`src/rtl/irq_hub_pkg.sv`:
```
package irq_hub_pkg;

   localparam int NSRC = 4;

   // flag / enable bit positions (software decodes these)
   localparam int SRC_EXT  = 0;
   localparam int SRC_TMR  = 1;
   localparam int SRC_PORT = 2;
   localparam int SRC_NVM  = 3;

   localparam logic ADDR_CTRL = 1'b0;
   localparam logic ADDR_FLAG = 1'b1;

   typedef struct packed {
      logic            gie;
      logic            rise;
      logic [NSRC-1:0] en;
   } ctrl_t;

   localparam ctrl_t CTRL_RESET = '{gie: 1'b0, rise: 1'b1, en: '0};

endpackage

```
`src/rtl/irq_sync.sv`:
```
module irq_sync #(
   parameter int W      = 1,
   parameter int STAGES = 2
) (
   input  logic         clk,
   input  logic         rst_n,
   input  logic [W-1:0] d,
   output logic [W-1:0] q
);

   if (STAGES < 2) begin : g_bad_stages
      $error("irq_sync: STAGES must be at least 2");
   end
   if (W < 1) begin : g_bad_width
      $error("irq_sync: W must be at least 1");
   end

   logic [STAGES-1:0][W-1:0] chain;

   always_ff @(posedge clk or negedge rst_n) begin
      if (!rst_n) chain <= '0;
      else        chain <= {chain[STAGES-2:0], d};
   end

   assign q = chain[STAGES-1];

endmodule

```
`src/rtl/irq_event_detect.sv`:
```
module irq_event_detect #(
   parameter int PORT_W      = 4,
   parameter int SYNC_STAGES = 2
) (
   input  logic              clk,
   input  logic              rst_n,
   input  logic              ext_pin,
   input  logic [PORT_W-1:0] port_pins,
   input  logic              port_rd,
   input  logic              rise_sel,
   output logic              ext_ev,
   output logic              port_ev
);

   logic              ext_s;
   logic              ext_prev;
   logic [PORT_W-1:0] port_s;
   logic [PORT_W-1:0] port_snap;

   irq_sync #(.W(1), .STAGES(SYNC_STAGES)) u_sync_ext (
      .clk(clk), .rst_n(rst_n), .d(ext_pin), .q(ext_s)
   );

   irq_sync #(.W(PORT_W), .STAGES(SYNC_STAGES)) u_sync_port (
      .clk(clk), .rst_n(rst_n), .d(port_pins), .q(port_s)
   );

   always_ff @(posedge clk or negedge rst_n) begin
      if (!rst_n) begin
         ext_prev  <= 1'b0;
         port_snap <= '0;
      end else begin
         ext_prev <= ext_s;
         if (port_rd) port_snap <= port_s;
      end
   end

   assign ext_ev  = rise_sel ? (ext_s & ~ext_prev) : (~ext_s & ext_prev);
   assign port_ev = (port_s != port_snap);

   // one edge yields a one-cycle event unless polarity flips in between
   assert_edge_pulse_R2: assert property (@(posedge clk) disable iff (!rst_n)
      ext_ev |=> (!ext_ev || !$stable(rise_sel)));

endmodule

```
`src/rtl/irq_hub.sv`:
```
module irq_hub
   import irq_hub_pkg::*;
#(
   parameter int PORT_W      = 4,
   parameter int SYNC_STAGES = 2,
   parameter int VEC_W       = 13,
   parameter int VEC_ADDR    = 4
) (
   input  logic              clk,
   input  logic              rst_n,
   input  logic              ext_pin,
   input  logic [PORT_W-1:0] port_pins,
   input  logic              port_rd,
   input  logic              tmr_ovf,
   input  logic              nvm_done,
   input  logic              sleep,
   input  logic              reg_addr,
   input  logic              reg_we,
   input  logic [7:0]        reg_wdata,
   output logic [7:0]        reg_rdata,
   input  logic              irq_ack,
   input  logic              irq_ret,
   output logic              irq_req,
   output logic              wake_req,
   output logic [VEC_W-1:0]  vec_addr
);

   if (PORT_W < 1) begin : g_bad_port
      $error("irq_hub: PORT_W must be at least 1");
   end
   if (VEC_W < 1 || VEC_W > 31 || VEC_ADDR < 0 || VEC_ADDR >= (1 << VEC_W)) begin : g_bad_vec
      $error("irq_hub: VEC_ADDR does not fit VEC_W");
   end

   logic            ext_ev, port_ev;
   logic [NSRC-1:0] ev;
   logic [NSRC-1:0] flags_q, flags_nxt;
   logic [NSRC-1:0] pend, wake_pend;
   ctrl_t           ctrl_q;
   logic            flag_wr, ctrl_wr;
   logic            unused_wbits;

   assign unused_wbits = ^reg_wdata[5:4];

   irq_event_detect #(.PORT_W(PORT_W), .SYNC_STAGES(SYNC_STAGES)) u_detect (
      .clk      (clk),
      .rst_n    (rst_n),
      .ext_pin  (ext_pin),
      .port_pins(port_pins),
      .port_rd  (port_rd),
      .rise_sel (ctrl_q.rise),
      .ext_ev   (ext_ev),
      .port_ev  (port_ev)
   );

   assign ev[SRC_EXT]  = ext_ev;
   assign ev[SRC_TMR]  = tmr_ovf & ~sleep;   // timer clock stopped in sleep
   assign ev[SRC_PORT] = port_ev;
   assign ev[SRC_NVM]  = nvm_done;

   assign flag_wr = reg_we & (reg_addr == ADDR_FLAG);
   assign ctrl_wr = reg_we & (reg_addr == ADDR_CTRL);

   always_comb begin
      flags_nxt = flag_wr ? reg_wdata[NSRC-1:0] : flags_q;
      flags_nxt = flags_nxt | ev;
   end

   always_ff @(posedge clk or negedge rst_n) begin
      if (!rst_n) flags_q <= '0;
      else        flags_q <= flags_nxt;
   end

   always_ff @(posedge clk or negedge rst_n) begin
      if (!rst_n) begin
         ctrl_q <= CTRL_RESET;
      end else begin
         if (ctrl_wr) begin
            ctrl_q.gie  <= reg_wdata[7];
            ctrl_q.rise <= reg_wdata[6];
            ctrl_q.en   <= reg_wdata[NSRC-1:0];
         end
         if (irq_ret) ctrl_q.gie <= 1'b1;
         if (irq_ack) ctrl_q.gie <= 1'b0;
      end
   end

   for (genvar s = 0; s < NSRC; s++) begin : g_src
      assign pend[s] = flags_q[s] & ctrl_q.en[s];
      if (s == SRC_TMR) begin : g_no_wake
         assign wake_pend[s] = 1'b0;
      end else begin : g_wake
         assign wake_pend[s] = pend[s];
      end
   end

   assign irq_req   = ctrl_q.gie & (|pend);
   assign wake_req  = sleep & (|wake_pend);
   assign vec_addr  = VEC_W'(VEC_ADDR);
   assign reg_rdata = (reg_addr == ADDR_FLAG) ? {{(8-NSRC){1'b0}}, flags_q}
                                              : {ctrl_q.gie, ctrl_q.rise, 2'b00, ctrl_q.en};

   assert_ack_clears_R5: assert property (@(posedge clk) disable iff (!rst_n)
      irq_ack |=> !ctrl_q.gie);

   assert_ret_sets_R6: assert property (@(posedge clk) disable iff (!rst_n)
      (irq_ret && !irq_ack) |=> ctrl_q.gie);

   assert_flag_sticky_R3: assert property (@(posedge clk) disable iff (!rst_n)
      !flag_wr |=> ((flags_q & $past(flags_q)) == $past(flags_q)));

   assert_timer_asleep_R9: assert property (@(posedge clk) disable iff (!rst_n)
      (sleep && !flag_wr) |=> !$rose(flags_q[SRC_TMR]));

endmodule

```
`config.mk`:
```
export PLATFORM = sky130hd
export DESIGN_NAME = irq_hub
export DESIGN_NICKNAME = d
export VERILOG_FILES = /design/src/rtl/irq_hub_pkg.sv /design/src/rtl/irq_sync.sv /design/src/rtl/irq_event_detect.sv /design/src/rtl/irq_hub.sv
export SDC_FILE = /design/constraint.sdc
export NUM_CORES = 1
export LEC_CHECK = 0
export BUFFER_PORTS_ARGS = -buffer_cell sky130_fd_sc_hd__buf_4
export CORE_UTILIZATION = 40
export CTS_BUF_LIST = sky130_fd_sc_hd__clkbuf_16
export CTS_CLUSTER_DIAMETER = 80
export CTS_CLUSTER_SIZE = 14
export DETAILED_ROUTE_END_ITERATION = 12
export PLACE_DENSITY_LB_ADDON = 0.25
export SYNTH_ARGS = -nofsm -noshare
export SYNTH_HDL_FRONTEND = slang
export SYNTH_SLANG_ARGS = --single-unit
```
`constraint.sdc`:
```
create_clock -name clk -period 1.6 [get_ports clk]
set_clock_uncertainty 0.2 [all_clocks]
set_input_delay 0.16 -clock clk [delete_from_list [all_inputs] [get_ports clk]]
set_output_delay 0.16 -clock clk [all_outputs]
set_load 0.005 [all_outputs]
```
==> results of run 1 <==
## flip-flops by register name, summed over array words and instances (netlist names)
register / cells
flags_q: 4
u_detect.ext_prev: 1
ctrl_q: 6
u_detect.u_sync_port.chain: 4
u_detect.u_sync_ext.chain: 1
u_detect.port_snap: 4
u_detect.u_sync_ext.q: 1
u_detect.u_sync_port.q: 4
## worst max-delay path by stage
stage                           from       to  cells past startpoint
after floorplan           flags_q[3]  irq_req                      2
after global placement    flags_q[3]  irq_req                      3
after detailed placement  flags_q[3]  irq_req                      3
after CTS                  ctrl_q[3]  irq_req                      4
after global routing       ctrl_q[3]  irq_req                      4
final                      ctrl_q[3]  irq_req                      4
## where the power goes
group | switching [mW] | total, mW | internal, mW | leakage (nW)
Clock | 0.204 | 0.542 | 0.338 | 0.0371
Combinational | 0.0907 | 0.250 | 0.159 | 0.416
Sequential | 0.0336 | 0.722 | 0.688 | 0.284
Total | 0.328 | 1.51 | 1.19 | 0.737
## tightest hold or removal path, cell delays in order
cell and delay (ns):
buf_4 0.09, mux2i_1 0.06, o21ai_0 0.08
## per-layer routing
metal | global-route usage [%] | vias up | part of all wire (%)
met5 | 0 | - | 0
met4 | 5.128 | 0 | 0.38
met3 | 2.500 | 2 | 3.9
met2 | 22.89 | 27 | 53
met1 | 18.47 | 335 | 43
li1 | - | 349 | -
## area by class of cell
class	count	area, um2	area share [%]
Clock buffer	3	75.07	4.858
Clock inverter	1	7.507	0.4858
Inverter	2	7.507	0.4858
Multi-Input combinational cell	55	395.4	25.59
Sequential cell	25	626.9	40.57
Tap cell	30	37.54	2.429
Timing Repair Buffer	47	395.4	25.59
## stage by stage
stage	total power, mW	setup slack, ns	hold slack, ns	TNS (ns)
after floorplan	0.8616	0.3611	-0.3356	0
after global placement	0.9328	0.1049	-0.1263	0
after detailed placement	0.9409	0.09655	-0.1224	0
after CTS	1.541	-0.08769	0.04635	-0.1588
after global routing	1.595	-0.1920	0.04271	-0.3668
final	1.514	-0.08575	-0.02780	-0.1559
## logic make-up (layout without fill, tap and decap cells)
group / after synthesis / count (layout) / share of synthesized area (%)
other cells: 2 / 15 / 0.6729
flops: 25 / 25 / 56.17
mux: 16 / 16 / 15.81
simple gates: 14 / 14 / 7.512
buf+inv: 19 / 53 / 12.78
compound gates: 6 / 6 / 3.924
xor+xnor: 4 / 4 / 3.139
## layout by cell type (no fill, tap or decap), drive strengths merged
cell type	instances
nor2b	2
buf	30
nor4	1
dlygate4sd3	17
clkbuf	3
a222oi	1
and3	1
inv	2
nor2	1
and2b	2
dfrtp	24
mux2i	3
dfstp	1
o21ai	1
o211ai	1
nand2	5
xor2	4
a21boi	1
a211o	1
a21oi	1
clkinvlp	1
conb	15
mux2	13
nand3	2
## repair_timing
action / in CTS / in global routing
resized for setup: 1 / 0
hold buffers: 18 / 0
setup buffers: 1 / 1
pin swaps: 1 / 0
endpoints found under the hold margin: 44 / 0
endpoints found under the setup margin: 2 / 3
==> metrics.yaml, run 1 <==
yosys:
  synth.top_cell.area_share_pct: 53.81
  synth_edf_count: 0
  syn_inst: 86
  synth.largest_area_cell: "dfrtp_1"
  synth_common_cells: "dfrtp_1 (24), buf_4 (15), mux2_2 (13)"
  yosysWarningCount: 0
  yosysSeqAreaShare_pct: 56.17
  synthArstFlopShare_pct: 100.0
  synthTopCellsByArea: "dfrtp_1 (54%), mux2_2 (13%), buf_4 (10%)"
  ys.flop_type: "dfrtp_1"
  synth_area_um2: 1116
  ys_seq_elements: 25
  avgSynthCellArea_um2: 12.98
  synth.distinct_cells: 23
  synth_most_common_cell: "dfrtp_1"
setup_path:
  cpMostUsedCell: "buf_4"
  crit_buf_inv: 2
  worst_r2r_path_depth: 3
  rr_startpoint: "ctrl_q[5]"
  path_cells: "a222oi_1, buf_4, a21boi_1, buf_4"
  slowest_delay_ns: 0.39
  critPathRequiredTime_ns: 1.24
  timing.rr.end: "ctrl_q[5]"
  critPathArrivalTime_ns: 1.33
  cp_top_family: "flip-flops"
  slowest_stage: "dfrtp_1"
  worstSetupPathType: "flop to output pin"
  crit_fanout: 3
  startpoint_type: "flop"
  regToRegSetupSlack_ns: 0.13
  end_kind: "output pin"
finish:
  drive_above_1_share_pct: 39.10
  layout.cells.non_filler: 163
  fillCellCount: 210
  area_growth_pct: 38.45
  finish.instance_area_um2: 1545
  n_antenna_cell: 0
  final_util_pct: 60.19
  num-nets-final: 157
routing:
  ant_nets: 0
  drt_first_pass_iters: 4
  routed-via-count: 713
  via_per_inst: 4.374
  wl_per_cell_um: 11.36
  wirelength_um: 1851
  drtIter0Drc: 8
  drcViolationCount: 0
clock_tree:
  cts_sinks: 25
  h-tree-depth: 1
  clk_pin_slew_worst_paths_ns: 0.06
  cts_buffers: 3
  cts_buffer_depth: 2
  clk_latency_ns: 0.25
  clockRootBuffer: "clkbuf_16"
  cts_tree: "yes"
status:
  violations: "hold timing, setup timing"
  outcome: "complete, but fails checks"
worst_hold_path:
  hold_class: "primary input to flop"
  hold_end: "flags_q[1]"
  min_from: "reg_wdata[1]"
  hold_path_depth: 3
global_route:
  grt_pass1_vias: 681
  grt_max_degree: 26
  antenna_found_initial: 0
  grt-ovfl-total: 0
  grtUsageTotal_pct: 14.03
  grt_pass1_wl_um: 2946
placed_design:
  placed_cell_area_um2: 1277
  io_buffers: 28
  gp_congestion: 0.7369
  dp.cells: 140
  dp_hpwl_um: 1245
floorplan:
  coreArea_um2: 2567
  die_w_um: 54.82
  initial_utilization_pct: 43.47
  die_area_um2: 3005
  row_count: 18
  ioPinCount: 46
  die_height_um: 54.82
timing:
  clock.fmax_mhz: 593.2
  period_needed_ns: 1.686
  fin_crit_sh_pct: 105.4
  grt_setup_unrepaired: "yes"
  whs_ns: -0.02780
  drv_slew: 0
  setup_viol: 2
  setup_ws_ns: -0.08575
  hold_viol: 1
power:
  leakagePower_nw: 0.7366
  irDropWorstVdd_uv: 744.6
  power_density_nw_per_um2: 979.9
run:
  drv_cap: 0
No activity file was read; power rests on OpenSTA's default activity.
==> run 2, diff against run 1 <==
--- a/config.mk
+++ b/config.mk
@@ -6,7 +6,9 @@
 export NUM_CORES = 1
 export LEC_CHECK = 0
 export BUFFER_PORTS_ARGS = -buffer_cell sky130_fd_sc_hd__buf_4
-export CORE_UTILIZATION = 40
+export CELL_PAD_IN_SITES_DETAIL_PLACEMENT = 0
+export CELL_PAD_IN_SITES_GLOBAL_PLACEMENT = 2
+export CORE_UTILIZATION = 29
 export CTS_BUF_LIST = sky130_fd_sc_hd__clkbuf_16
 export CTS_CLUSTER_DIAMETER = 80
 export CTS_CLUSTER_SIZE = 14
==> metrics.yaml, run 2 (synthesized netlist as in run 1, its figures left out) <==
placed_design:
  gp_congestion: 0.6800  # was 0.7369
  io_buffers: 28  # unchanged
  pre_cts_ws_ns: 0.04261  # was 0.09655 ns
  dp_hpwl_um: 1263  # was 1245 um
status:
  outcome: "complete, but fails checks"  # unchanged
  violations: "setup timing"  # was hold timing, setup timing
floorplan:
  initial_utilization_pct: 30.26  # was 43.47%
  row_count: 22  # was 18
  ioPinCount: 46  # unchanged
  die_area_um2: 4100  # was 3005 um2
  die_w_um: 64.04  # was 54.82 um
  die_height_um: 64.04  # was 54.82 um
  coreArea_um2: 3689  # was 2567 um2
routing:
  dr.max_layer_used: "met4"  # unchanged
  drt_first_pass_iters: 4  # unchanged
  via_per_inst: 4.061  # was 4.374
  dr_wl_met3_um: 77  # was 73 um
  drcViolationCount: 0  # unchanged
  wl_per_cell_um: 10.30  # was 11.36 um
  wirelength_um: 1864  # was 1851 um
  met2_length_um: 929  # was 973 um
  wl_met1_um: 830  # was 796 um
  drtIter0Drc: 6  # was 8
  routed-via-count: 735  # was 713
  ant_nets: 0  # unchanged
finish:
  area_growth_pct: 40.47  # was 38.45%
  top_register: "ctrl_q"  # unchanged
  num-nets-final: 157  # unchanged
  final_common_cell: "buf_4"  # unchanged
  drive_above_1_share_pct: 39.10  # unchanged
  final_util_pct: 42.50  # was 60.19%
  n_antenna_cell: 0  # unchanged
  largest_reg_flops: 6  # unchanged
  fillCellCount: 364  # was 210
  ff_latch_area_um2: 626.9  # unchanged
  multi_input_area_um2: 399.1  # was 395.4 um2
  layout_common_cells: "buf_4 (30), dfrtp_1 (24), dlygate4sd3_1 (17), conb_1 (15), mux2_2 (13)"  # unchanged
timing:
  clock.fmax_mhz: 594.5  # was 593.2 MHz
  hold_viol: 0  # was 1
  finalSetupTns_ns: -0.1552  # was -0.1559 ns
  fin_crit_sh_pct: 105.1  # was 105.4%
  setup_ws_ns: -0.08199  # was -0.08575 ns
  period_needed_ns: 1.682  # was 1.686 ns
  setup_viol: 2  # unchanged
  grt_setup_unrepaired: "yes"  # unchanged
  drv_slew: 0  # unchanged
clock_tree:
  clk_pin_slew_worst_paths_ns: 0.06  # about the same
  cts_sinks: 25  # unchanged
  cts_buffers: 3  # unchanged
  clk_latency_ns: 0.25  # about the same
  cts_buffer_depth: 2  # unchanged
  h-tree-depth: 1  # unchanged
  cts_tree: "yes"  # unchanged
  clockRootBuffer: "clkbuf_16"  # unchanged
global_route:
  grt_max_degree: 26  # unchanged
  grt_pass1_wl_um: 3160  # was 2946 um
  grt-ovfl-total: 0  # unchanged
  grt_pass1_vias: 717  # was 681
  antenna_found_initial: 0  # unchanged
  grtUsageTotal_pct: 10.15  # was 14.03%
setup_path:
  critPathArrivalTime_ns: 1.32  # was 1.33 ns
  crit_fanout: 3  # unchanged
  worstSetupPathType: "flop to output pin"  # unchanged
  critPathRequiredTime_ns: 1.24  # about the same
  startpoint_type: "flop"  # unchanged
  end_kind: "output pin"  # unchanged
worst_hold_path:
  hold_class: "primary input to flop"  # unchanged
power:
  switching_share_pct: 21.06  # was 21.66%
  leakagePower_nw: 0.7407  # was 0.7366 nW
  p_switching_mw: 0.3153  # was 0.3280 mW
  irDropWorstVdd_uv: 543.4  # was 744.6 uV
  pwr-share-seq_pct: 48.3  # was 47.7%
  comb_power_share_pct: 16.8  # was 16.5%
  power_density_nw_per_um2: 955.1  # was 979.9 nW/um2
  power_frac_clock_pct: 34.9  # was 35.8%
  p_total_mw: 1.497  # was 1.514 mW
  power.internal_mw: 1.182  # was 1.186 mW
run:
  drv_cap: 0  # unchanged
-- run 2: final cells by class --
class                   instances  share of cell area, %
clock buffers                   3                  4.789
clock inverters                 1                 0.2394
inverters                       2                 0.4789
multi-input cells              55                  25.46
flip-flops and latches         25                  39.98
well taps                      48                  3.831
repair buffers                 47                  25.22
-- run 2: timing repair --
item,in CTS,in global routing
setup endpoints to repair,2,3
hold endpoints to repair,44,0
setup buffers,1,1
pin swaps,1,1
hold buffers,17,0
resized for setup,2,1
-- run 2: power by group through the flow --
| stage | Sequential (mW) | Clock, mW | Combinational (mW) |
|---|---|---|---|
| after floorplan | 0.725 | 0 | 0.137 |
| after global placement | 0.733 | 0 | 0.205 |
| after detailed placement | 0.735 | 0 | 0.207 |
| after CTS | 0.723 | 0.544 | 0.252 |
| after global routing | 0.731 | 0.574 | 0.278 |
| final | 0.723 | 0.522 | 0.252 |
-- run 2: path summary, 6_finish.rpt --
check | startpoint | end | slack, ns | cells after the start
setup reg to reg | flags_q[1] | flags_q[1] | 0.10 | 3
setup / recovery | flags_q[3] | irq_req | -0.08 | 4
hold / removal | reg_we | flags_q[2] | 0.007 | 3
max in group asynchronous | rst_n | ctrl_q[4] | 0.77 | 2
hold reg to reg | u_detect.u_sync_port.chain[3] | u_detect.u_sync_port.q[3] | 0.15 | 0
min in group asynchronous | rst_n | ctrl_q[5] | 0.14 | 2
-- run 2: worst max-delay path: stages, from the launching register on --
cell	delay, ns
dfrtp_1	0.39
a222oi_1	0.33
buf_4	0.18
a21boi_2	0.04
buf_4	0.13
-- run 2: per-stage QoR --
| stage | instances | hold slack (ns) | instance area [um2] |
|---|---|---|---|
| final | 181 | 0.006582 | 1568 |
| after global routing | 181 | 0.02527 | 1568 |
| after CTS | 180 | 0.001520 | 1560 |
| after detailed placement | 158 | -0.1189 | 1300 |
| after global placement | 158 | -0.1186 | 1300 |
| after floorplan | 99 | -0.3356 | 1165 |
-- run 2: layer usage --
layer,global-route usage (%),up-vias
li1,-,351
met1,12.67,356
met2,16.36,26
met3,1.786,2
met4,5.966,0
met5,0,-
